--- src/rtl/hdq_pkg.sv ---
`timescale 1ns/1ps
// Shared constants and types for the single-wire bus master.
// Assumes byte-wide registers at word-aligned byte offsets.
package hdq_pkg;
    localparam int DATA_W = 8;
    localparam int ADDR_W = 5;
    localparam int BIT_W  = $clog2(DATA_W);

    localparam logic [ADDR_W-1:0] OFF_REV   = 5'h00;
    localparam logic [ADDR_W-1:0] OFF_TXD   = 5'h04;
    localparam logic [ADDR_W-1:0] OFF_RXD   = 5'h08;
    localparam logic [ADDR_W-1:0] OFF_CTRL  = 5'h0C;
    localparam logic [ADDR_W-1:0] OFF_FLAGS = 5'h10;
    localparam logic [ADDR_W-1:0] OFF_SCFG  = 5'h14;
    localparam logic [ADDR_W-1:0] OFF_SSTAT = 5'h18;

    localparam int CB_IRQEN = 6;
    localparam int CB_CLKEN = 5;
    localparam int CB_GO    = 4;
    localparam int CB_BRK   = 2;
    localparam int CB_RECV  = 1;
    localparam int CB_MODE  = 0;

    localparam int FB_TX = 2;
    localparam int FB_RX = 1;
    localparam int FB_TO = 0;

    localparam int SC_SRST = 1;
    localparam int SC_IDLE = 0;

    typedef enum logic [1:0] {OP_TX, OP_RX, OP_BRK} op_e;

    typedef struct packed {
        logic tx;
        logic rx;
        logic brk;
        logic to;
    } done_t;
endpackage

--- src/rtl/hdq_sync.sv ---
`timescale 1ns/1ps
// Multi-flop synchronizer for the bus wire level.
// Assumes an idle line reads high, so all stages reset to 1.
module hdq_sync #(
    parameter int STAGES = 2
) (
    input  logic clk,
    input  logic rst_n,
    input  logic d_in,
    output logic q_out
);
    logic [STAGES-1:0] chain;

    // Shift the asynchronous level through the flop chain.
    always_ff @(posedge clk) begin
        if (!rst_n) chain <= '1;
        else        chain <= {chain[STAGES-2:0], d_in};
    end

    assign q_out = chain[STAGES-1];
endmodule

--- src/rtl/hdq_line_engine.sv ---
`timescale 1ns/1ps
// Line timing engine: runs one break, transmit or receive action per start.
// Assumes start arrives only while idle. Completion strobes are combinational
// and fire in the last busy cycle, so busy and done overlap by one cycle.
module hdq_line_engine
    import hdq_pkg::*;
#(
    parameter int T_BREAK    = 20,
    parameter int T_RECOV    = 10,
    parameter int T_CELL     = 40,
    parameter int T_LOW0     = 28,
    parameter int T_LOW1     = 8,
    parameter int T_SAMPLE   = 20,
    parameter int RX_TIMEOUT = 200
) (
    input  logic              clk,
    input  logic              rst_n,
    input  logic              abort,
    input  logic              start,
    input  op_e               op,
    input  logic [DATA_W-1:0] tx_byte,
    input  logic              line_s,
    output logic              line_oe,
    output logic              busy,
    output done_t             done,
    output logic [DATA_W-1:0] rx_byte
);
    localparam int M1   = (T_CELL > T_BREAK) ? T_CELL : T_BREAK;
    localparam int M2   = (M1 > RX_TIMEOUT) ? M1 : RX_TIMEOUT;
    localparam int M3   = (M2 > T_RECOV) ? M2 : T_RECOV;
    localparam int MAXT = (M3 > T_SAMPLE) ? M3 : T_SAMPLE;
    localparam int CNT_W = $clog2(MAXT + 1);
    localparam logic [CNT_W-1:0] LIM_BRK  = CNT_W'(T_BREAK - 1);
    localparam logic [CNT_W-1:0] LIM_REC  = CNT_W'(T_RECOV - 1);
    localparam logic [CNT_W-1:0] LIM_CELL = CNT_W'(T_CELL - 1);
    localparam logic [CNT_W-1:0] LIM_SMP  = CNT_W'(T_SAMPLE - 1);
    localparam logic [CNT_W-1:0] LIM_TO   = CNT_W'(RX_TIMEOUT - 1);
    localparam logic [CNT_W-1:0] LEN0     = CNT_W'(T_LOW0);
    localparam logic [CNT_W-1:0] LEN1     = CNT_W'(T_LOW1);
    localparam logic [BIT_W-1:0] LAST_BIT = BIT_W'(DATA_W - 1);

    typedef enum logic [2:0] {
        S_IDLE, S_BRK_LOW, S_BRK_REC, S_TX, S_RX_WAIT, S_RX_SAMP, S_RX_REL
    } st_e;

    st_e               st;
    logic [CNT_W-1:0]  cnt;
    logic [BIT_W-1:0]  bitn;
    logic [DATA_W-1:0] shreg;
    logic [CNT_W-1:0]  low_len;

    // Low-pulse length of the bit currently on the wire.
    assign low_len = shreg[0] ? LEN1 : LEN0;

    // Sequence the action phases with one shared cycle counter.
    always_ff @(posedge clk) begin
        if (!rst_n || abort) begin
            st    <= S_IDLE;
            cnt   <= '0;
            bitn  <= '0;
            shreg <= '0;
        end else begin
            case (st)
                S_IDLE: if (start) begin
                    cnt  <= '0;
                    bitn <= '0;
                    case (op)
                        OP_BRK:  st <= S_BRK_LOW;
                        OP_RX:   begin st <= S_RX_WAIT; shreg <= '0; end
                        default: begin st <= S_TX; shreg <= tx_byte; end
                    endcase
                end
                S_BRK_LOW: if (cnt == LIM_BRK) begin
                    cnt <= '0;
                    st  <= S_BRK_REC;
                end else cnt <= cnt + 1'b1;
                S_BRK_REC: if (cnt == LIM_REC) st <= S_IDLE;
                           else cnt <= cnt + 1'b1;
                S_TX: if (cnt == LIM_CELL) begin
                    cnt   <= '0;
                    shreg <= shreg >> 1;
                    if (bitn == LAST_BIT) st <= S_IDLE;
                    else bitn <= bitn + 1'b1;
                end else cnt <= cnt + 1'b1;
                S_RX_WAIT: if (!line_s) begin
                    st  <= S_RX_SAMP;
                    cnt <= '0;
                end else if (cnt == LIM_TO) st <= S_IDLE;
                else cnt <= cnt + 1'b1;
                S_RX_SAMP: if (cnt == LIM_SMP) begin
                    shreg <= rx_byte;
                    cnt   <= '0;
                    if (bitn == LAST_BIT) st <= S_IDLE;
                    else begin
                        bitn <= bitn + 1'b1;
                        st   <= S_RX_REL;
                    end
                end else cnt <= cnt + 1'b1;
                S_RX_REL: if (line_s) begin
                    st  <= S_RX_WAIT;
                    cnt <= '0;
                end else if (cnt == LIM_TO) st <= S_IDLE;
                else cnt <= cnt + 1'b1;
                default: st <= S_IDLE;
            endcase
        end
    end

    // Decode line drive, busy and the completion strobes from the state.
    always_comb begin
        busy    = (st != S_IDLE);
        line_oe = (st == S_BRK_LOW) || ((st == S_TX) && (cnt < low_len));
        rx_byte = {line_s, shreg[DATA_W-1:1]};
        done.brk = (st == S_BRK_REC) && (cnt == LIM_REC);
        done.tx  = (st == S_TX) && (cnt == LIM_CELL) && (bitn == LAST_BIT);
        done.rx  = (st == S_RX_SAMP) && (cnt == LIM_SMP) && (bitn == LAST_BIT);
        done.to  = (cnt == LIM_TO) &&
                   (((st == S_RX_WAIT) && line_s) || ((st == S_RX_REL) && !line_s));
    end

    a_r2_single_completion: assert property (@(posedge clk) disable iff (!rst_n)
        $onehot0({done.tx, done.rx, done.brk, done.to}));
endmodule

--- src/rtl/hdq_regs.sv ---
`timescale 1ns/1ps
// Register file: control, data, flags, soft reset and revision.
// Assumes one access per cycle. A read of the flag offset with bus_rd
// high clears the flags at that clock edge.
module hdq_regs
    import hdq_pkg::*;
#(
    parameter int REV_MAJOR   = 2,
    parameter int REV_MINOR   = 1,
    parameter int SRST_CYCLES = 4
) (
    input  logic              clk,
    input  logic              rst_n,
    input  logic              bus_wr,
    input  logic              bus_rd,
    input  logic [ADDR_W-1:0] bus_addr,
    input  logic [DATA_W-1:0] bus_wdata,
    output logic [DATA_W-1:0] bus_rdata,
    input  logic              eng_busy,
    input  done_t             done,
    input  logic [DATA_W-1:0] rx_byte,
    output logic              start,
    output op_e               op,
    output logic [DATA_W-1:0] tx_byte,
    output logic              irq,
    output logic              srst_busy
);
    localparam int SR_W = $clog2(SRST_CYCLES + 1);
    localparam logic [DATA_W-1:0] REV_VAL = DATA_W'((REV_MAJOR << 4) | (REV_MINOR & 15));

    logic irq_en, clk_en, go, brk, recv, mode, auto_idle;
    logic [DATA_W-1:0] rxd;
    logic [2:0]        flags;
    logic [SR_W-1:0]   sr_cnt;
    logic wr_ctrl, rd_flags, done_any;

    assign srst_busy = (sr_cnt != '0);
    assign wr_ctrl   = bus_wr && (bus_addr == OFF_CTRL) && !srst_busy;
    assign rd_flags  = bus_rd && (bus_addr == OFF_FLAGS);
    assign done_any  = done.tx | done.rx | done.brk | done.to;
    assign start     = wr_ctrl && bus_wdata[CB_GO] && !eng_busy;
    assign op        = bus_wdata[CB_BRK] ? OP_BRK : (bus_wdata[CB_RECV] ? OP_RX : OP_TX);
    assign irq       = irq_en && (flags != '0);

    // Control bits: action bits lock while busy and release on completion.
    always_ff @(posedge clk) begin
        if (!rst_n || srst_busy) begin
            {irq_en, clk_en, go, brk, recv, mode} <= '0;
        end else begin
            if (done_any && irq_en) begin
                go  <= 1'b0;
                brk <= 1'b0;
            end
            if (wr_ctrl) begin
                irq_en <= bus_wdata[CB_IRQEN];
                clk_en <= bus_wdata[CB_CLKEN];
                mode   <= bus_wdata[CB_MODE];
                if (!eng_busy) begin
                    go   <= bus_wdata[CB_GO];
                    brk  <= bus_wdata[CB_BRK];
                    recv <= bus_wdata[CB_RECV];
                end
            end
        end
    end

    // Completion flags: set by the engine, cleared by a read.
    always_ff @(posedge clk) begin
        if (!rst_n || srst_busy) flags <= '0;
        else flags <= (rd_flags ? 3'b000 : flags) | {done.tx, done.rx, done.brk | done.to};
    end

    // Transmit and receive data registers.
    always_ff @(posedge clk) begin
        if (!rst_n || srst_busy) begin
            tx_byte <= '0;
            rxd     <= '0;
        end else begin
            if (bus_wr && (bus_addr == OFF_TXD)) tx_byte <= bus_wdata;
            if (done.rx) rxd <= rx_byte;
        end
    end

    // Soft-reset countdown; a request is taken only when none is running.
    always_ff @(posedge clk) begin
        if (!rst_n) sr_cnt <= '0;
        else if (srst_busy) sr_cnt <= sr_cnt - 1'b1;
        else if (bus_wr && (bus_addr == OFF_SCFG) && bus_wdata[SC_SRST])
            sr_cnt <= SR_W'(SRST_CYCLES);
    end

    // Auto-idle configuration bit.
    always_ff @(posedge clk) begin
        if (!rst_n || srst_busy) auto_idle <= 1'b0;
        else if (bus_wr && (bus_addr == OFF_SCFG)) auto_idle <= bus_wdata[SC_IDLE];
    end

    // Read-data multiplexer.
    always_comb begin
        bus_rdata = '0;
        case (bus_addr)
            OFF_REV:   bus_rdata = REV_VAL;
            OFF_TXD:   bus_rdata = tx_byte;
            OFF_RXD:   bus_rdata = rxd;
            OFF_CTRL:  bus_rdata = {1'b0, irq_en, clk_en, go, 1'b0, brk, recv, mode};
            OFF_FLAGS: bus_rdata = {5'b0, flags};
            OFF_SCFG:  bus_rdata = {6'b0, srst_busy, auto_idle};
            OFF_SSTAT: bus_rdata = {7'b0, !srst_busy};
            default:   bus_rdata = '0;
        endcase
    end

    a_r6_flags_clear_on_read: assert property (@(posedge clk) disable iff (!rst_n)
        rd_flags && !done_any |=> flags == 3'b000);
    a_r8_go_released_with_irq_en: assert property (@(posedge clk) disable iff (!rst_n)
        done_any && irq_en && !srst_busy |=> !go && !brk);
    a_r8_go_held_without_irq_en: assert property (@(posedge clk) disable iff (!rst_n)
        done_any && !irq_en && go && !srst_busy |=> go);
    a_r10_srst_clears_action: assert property (@(posedge clk) disable iff (!rst_n)
        srst_busy |=> !go && flags == 3'b000);
endmodule

--- src/rtl/hdq_master.sv ---
`timescale 1ns/1ps
// Top of the single-wire bus master: registers, line synchronizer and
// timing engine. Assumes line_in already reflects the open-drain wire.
module hdq_master
    import hdq_pkg::*;
#(
    parameter int REV_MAJOR   = 2,
    parameter int REV_MINOR   = 1,
    parameter int SRST_CYCLES = 4,
    parameter int SYNC_STAGES = 2,
    parameter int T_BREAK     = 20,
    parameter int T_RECOV     = 10,
    parameter int T_CELL      = 40,
    parameter int T_LOW0      = 28,
    parameter int T_LOW1      = 8,
    parameter int T_SAMPLE    = 20,
    parameter int RX_TIMEOUT  = 200
) (
    input  logic        clk,
    input  logic        rst_n,
    input  logic        bus_wr,
    input  logic        bus_rd,
    input  logic [4:0]  bus_addr,
    input  logic [7:0]  bus_wdata,
    output logic [7:0]  bus_rdata,
    output logic        irq,
    input  logic        line_in,
    output logic        line_oe
);
    logic              line_s, eng_busy, start, srst_busy;
    op_e               op;
    done_t             done;
    logic [DATA_W-1:0] tx_byte, rx_byte;

    hdq_sync #(.STAGES(SYNC_STAGES)) u_sync (
        .clk(clk), .rst_n(rst_n), .d_in(line_in), .q_out(line_s)
    );

    hdq_regs #(
        .REV_MAJOR(REV_MAJOR), .REV_MINOR(REV_MINOR), .SRST_CYCLES(SRST_CYCLES)
    ) u_regs (
        .clk(clk), .rst_n(rst_n), .bus_wr(bus_wr), .bus_rd(bus_rd),
        .bus_addr(bus_addr), .bus_wdata(bus_wdata), .bus_rdata(bus_rdata),
        .eng_busy(eng_busy), .done(done), .rx_byte(rx_byte),
        .start(start), .op(op), .tx_byte(tx_byte), .irq(irq), .srst_busy(srst_busy)
    );

    hdq_line_engine #(
        .T_BREAK(T_BREAK), .T_RECOV(T_RECOV), .T_CELL(T_CELL), .T_LOW0(T_LOW0),
        .T_LOW1(T_LOW1), .T_SAMPLE(T_SAMPLE), .RX_TIMEOUT(RX_TIMEOUT)
    ) u_engine (
        .clk(clk), .rst_n(rst_n), .abort(srst_busy), .start(start), .op(op),
        .tx_byte(tx_byte), .line_s(line_s), .line_oe(line_oe), .busy(eng_busy),
        .done(done), .rx_byte(rx_byte)
    );
endmodule

--- config.mk ---
export PLATFORM = sky130hd
export DESIGN_NAME = hdq_master
export DESIGN_NICKNAME = d
export VERILOG_FILES = /design/src/rtl/hdq_pkg.sv /design/src/rtl/hdq_sync.sv /design/src/rtl/hdq_line_engine.sv /design/src/rtl/hdq_regs.sv /design/src/rtl/hdq_master.sv
export SDC_FILE = /design/constraint.sdc
export NUM_CORES = 1
export LEC_CHECK = 0
export CAP_MARGIN = 20
export CORE_MARGIN = 3
export CORE_UTILIZATION = 35
export DETAILED_ROUTE_END_ITERATION = 8
export DONT_BUFFER_PORTS = 1
export GPL_TIMING_DRIVEN = 0
export MAX_ROUTING_LAYER = met4
export PLACE_DENSITY_LB_ADDON = 0.05
export REMOVE_ABC_BUFFERS = 1
export SYNTH_ARGS = -nofsm -noshare
export SYNTH_HDL_FRONTEND = slang
export SYNTH_SLANG_ARGS = --single-unit
--- constraint.sdc ---
create_clock -name clk -period 2.6 [get_ports clk]
set_input_delay 0.13 -clock clk [delete_from_list [all_inputs] [get_ports clk]]
set_output_delay 0.13 -clock clk [all_outputs]
set_load 0.01 [all_outputs]
==> reports/metrics.cfg <==
[status]
outcome = completed

[detailed_routing]
drt-total-wl_um = 8881
antenna_left = 0
viasPerCell = 5.655
drt-initial-drc-count = 169
drc_errors = 0
post_drt_wl_per_cell_um = 17.91
drtPass1Iterations = 4
num_vias = 2805

[floorplanning]
die_w_um = 102.2
ios = 28
initial_core_util_pct = 36.58
die_h_um = 102.2
core_mm2 = 0.008848
rows = 34
die-area_mm2 = 0.01044

[placement]
preCtsSetupSlack_ps = 25.99
place_congestion = 0.7631
place_hpwl_um = 6189
port_buffers = 0

[hold_path]
min_path_type = in -> reg

[sta]
fmax_ghz = 0.4127
worst_pin_slew_ps = 862.9
min_period_ps = 2423
hold_viol = 0
finalCritPeriodShare_pct = 93.20
fin_ws_ps = 176.8
setup_viol = 0
finalClockSkew_ps = 11.27
grt_setup_unrepaired = false
slew_headroom_pct = 42.34
tns_ps = 0
maxSlewViolCount = 0

[job]
max-cap-violations = 0

[setup_path]
crit_path_start_kind = flip-flop
crit_top_cell = and3_1
critical_path_buf_inv_count = 0
crit_type = reg -> reg
cp.required_ps = 2830
arrival_ps = 2650
path_cells = and4b_1 -> and3_1 -> o41ai_1 -> and3_1 -> a22o_1
critPathSlowestCell = dfxtp_1
slowest_delay_ps = 840
crit_family = simple AND/OR/NAND/NOR gates
endpoint_kind = flip-flop
cp_max_fo = 22

[global_route]
grt_pass1_wl_um = 14600
gr-total-overflow = 0
antenna_found_initial = 0
grt_max_degree = 29
grt_pass1_vias = 2731
grtUsageTotal_pct = 18.43

[layout]
area_growth_pct = 6.185
antenna_cells = 0
nets = 410
fin_util_pct = 38.84
drive_above_1_share_pct = 7.990

[synth]
async_flop_share_pct = 0
synth_area_leaders = dfxtp_1, mux2i_1, nand2_1
yosysTopAreaCell = dfxtp_1
synth_cell_types = 69
ys_seq_elements = 53
synth_area_per_cell_um2 = 8.112
syn_inst = 399
ys.flop_type = dfxtp_1
ys_seq_area_share_pct = 32.78
yosys_warnings = 0
synth_edf_count = 0
synth_top_area_share_pct = 32.78
synth_area_mm2 = 0.003237

[cts]
cts_buffers = 5
htreeDepth = 2
cts_root_buffer = clkbuf_8
clockBufferDepth = 2
cts_tree = built
worstSkewPairLatency_ps = 330
cts.sinks = 53
path_clk_slew_ps = 120

[power_and_ir_drop]
power_density_mw_per_mm2 = 584.3
p_total_mw = 2.008
leakagePower_nw = 1.176
peakVddDrop_uv = 230.8

## where the power goes
group | switching [mW] | internal (mW)
Sequential | 0.0877 | 0.838
Clock | 0.328 | 0.203
Combinational | 0.349 | 0.204
## cells in the final DEF, fill, tap and decap left out, drive strengths merged, types with 9 or more instances in the layout
| master | Yosys | final |
|---|---|---|
| dfxtp | 53 | 53 |
| nand2 | 46 | 46 |
| nor2 | 35 | 35 |
| a21oi | 29 | 29 |
| o21ai | 28 | 28 |
| nand3 | 20 | 20 |
| mux2i | 18 | 18 |
| inv | 10 | 12 |
| or3 | 10 | 10 |
| dlygate4sd3 | 0 | 10 |
| nor3 | 9 | 9 |
## path summary, 6_finish.rpt
kind,startpoint,endpoint,slack [ps],cells after the start
setup / recovery,u_engine.st[2]$_SDFFE_PP0P_,u_regs.brk$_SDFF_PP0_,180,5
hold / removal,bus_addr[4],u_regs.auto_idle$_SDFFE_PP0P_,40,3
setup reg to reg,u_engine.st[2]$_SDFFE_PP0P_,u_regs.brk$_SDFF_PP0_,180,5
hold reg to reg,u_sync.chain[0]$_SDFF_PN1_,u_sync.chain[1]$_SDFF_PN1_,420,1
## flip-flops by register name, indices dropped and copies added, names as in the netlist, 3 cells and up
register        flops
u_regs.sr_cnt       3
u_engine.cnt        8
u_engine.bitn       3
u_regs.tx_byte      8
u_engine.st         3
u_regs.rxd          8
u_regs.flags        3
u_engine.shreg      8
## synthesized netlist by cell type (4+ instances only)
master	instances
dfxtp_1	53
nand2_1	46
nor2_1	35
a21oi_1	29
nand3_1	20
mux2i_1	18
o21ai_1	17
clkbuf_1	15
o21ai_0	10
or3_1	10
nor3_1	9
inv_1	8
nand2b_1	7
nor2b_1	7
o21a_1	7
a22oi_1	6
and3_1	6
buf_2	6
buf_6	6
o211ai_1	6
ha_1	5
and2_1	4
mux2_2	4
## routing by layer
layer  share of wire, %  track usage (%)  up-vias
li1                   -                -     1420
met1                 52            26.70     1328
met2                 43            25.84       47
met3                3.0            3.686       10
met4                1.7            5.146        0
met5                  0                -        -
## tightest hold or removal path, delay by kind of cell
| kind | cells | cell delay (ps) |
|---|---|---|
| mux | 1 | 70 |
| simple gates | 2 | 140 |
## cell type report
type	count	area [um^2]
clock inverter	3	28.78
sequential	53	1064
timing repair buffer	11	127.6
fill	953	5411
inverter	10	37.54
clock buffer	5	68.82
tap	108	135.1
multi-input combinational	306	1976
## timing repair
item / 4_1_cts / 5_1_grt
setup buffers: 0 / 0
endpoints found under the setup margin: 2 / 13
hold buffers: 10 / 0
hold endpoints to repair: 20 / 0
resized for setup: 1 / 2
cloned: 0 / 0
## cell families (layout without fill, tap and decap cells)
| logic type | after synthesis | count (layout) | synth area share, % |
|---|---|---|---|
| XOR/XNOR | 3 | 3 | 0.8119 |
| multiplexers | 22 | 22 | 6.958 |
| buffers and inverters | 40 | 29 | 6.301 |
| AO/OA/AOI/OAI | 109 | 109 | 23.77 |
| AND/OR/NAND/NOR | 167 | 167 | 27.45 |
| adder cells (fa/ha/maj) | 5 | 5 | 1.933 |
| flip-flops | 53 | 53 | 32.78 |
## per-stage QoR
step	cell area (um^2)	hold slack (ps)	instances
after detailed placement	3233	208.8	478
after global placement	3206	206.3	477
after global routing	3437	77.14	496
after CTS	3435	40.79	496
after floorplan	3070	203.0	369
final	3437	42.83	496
(Power assumes the default switching activity.)
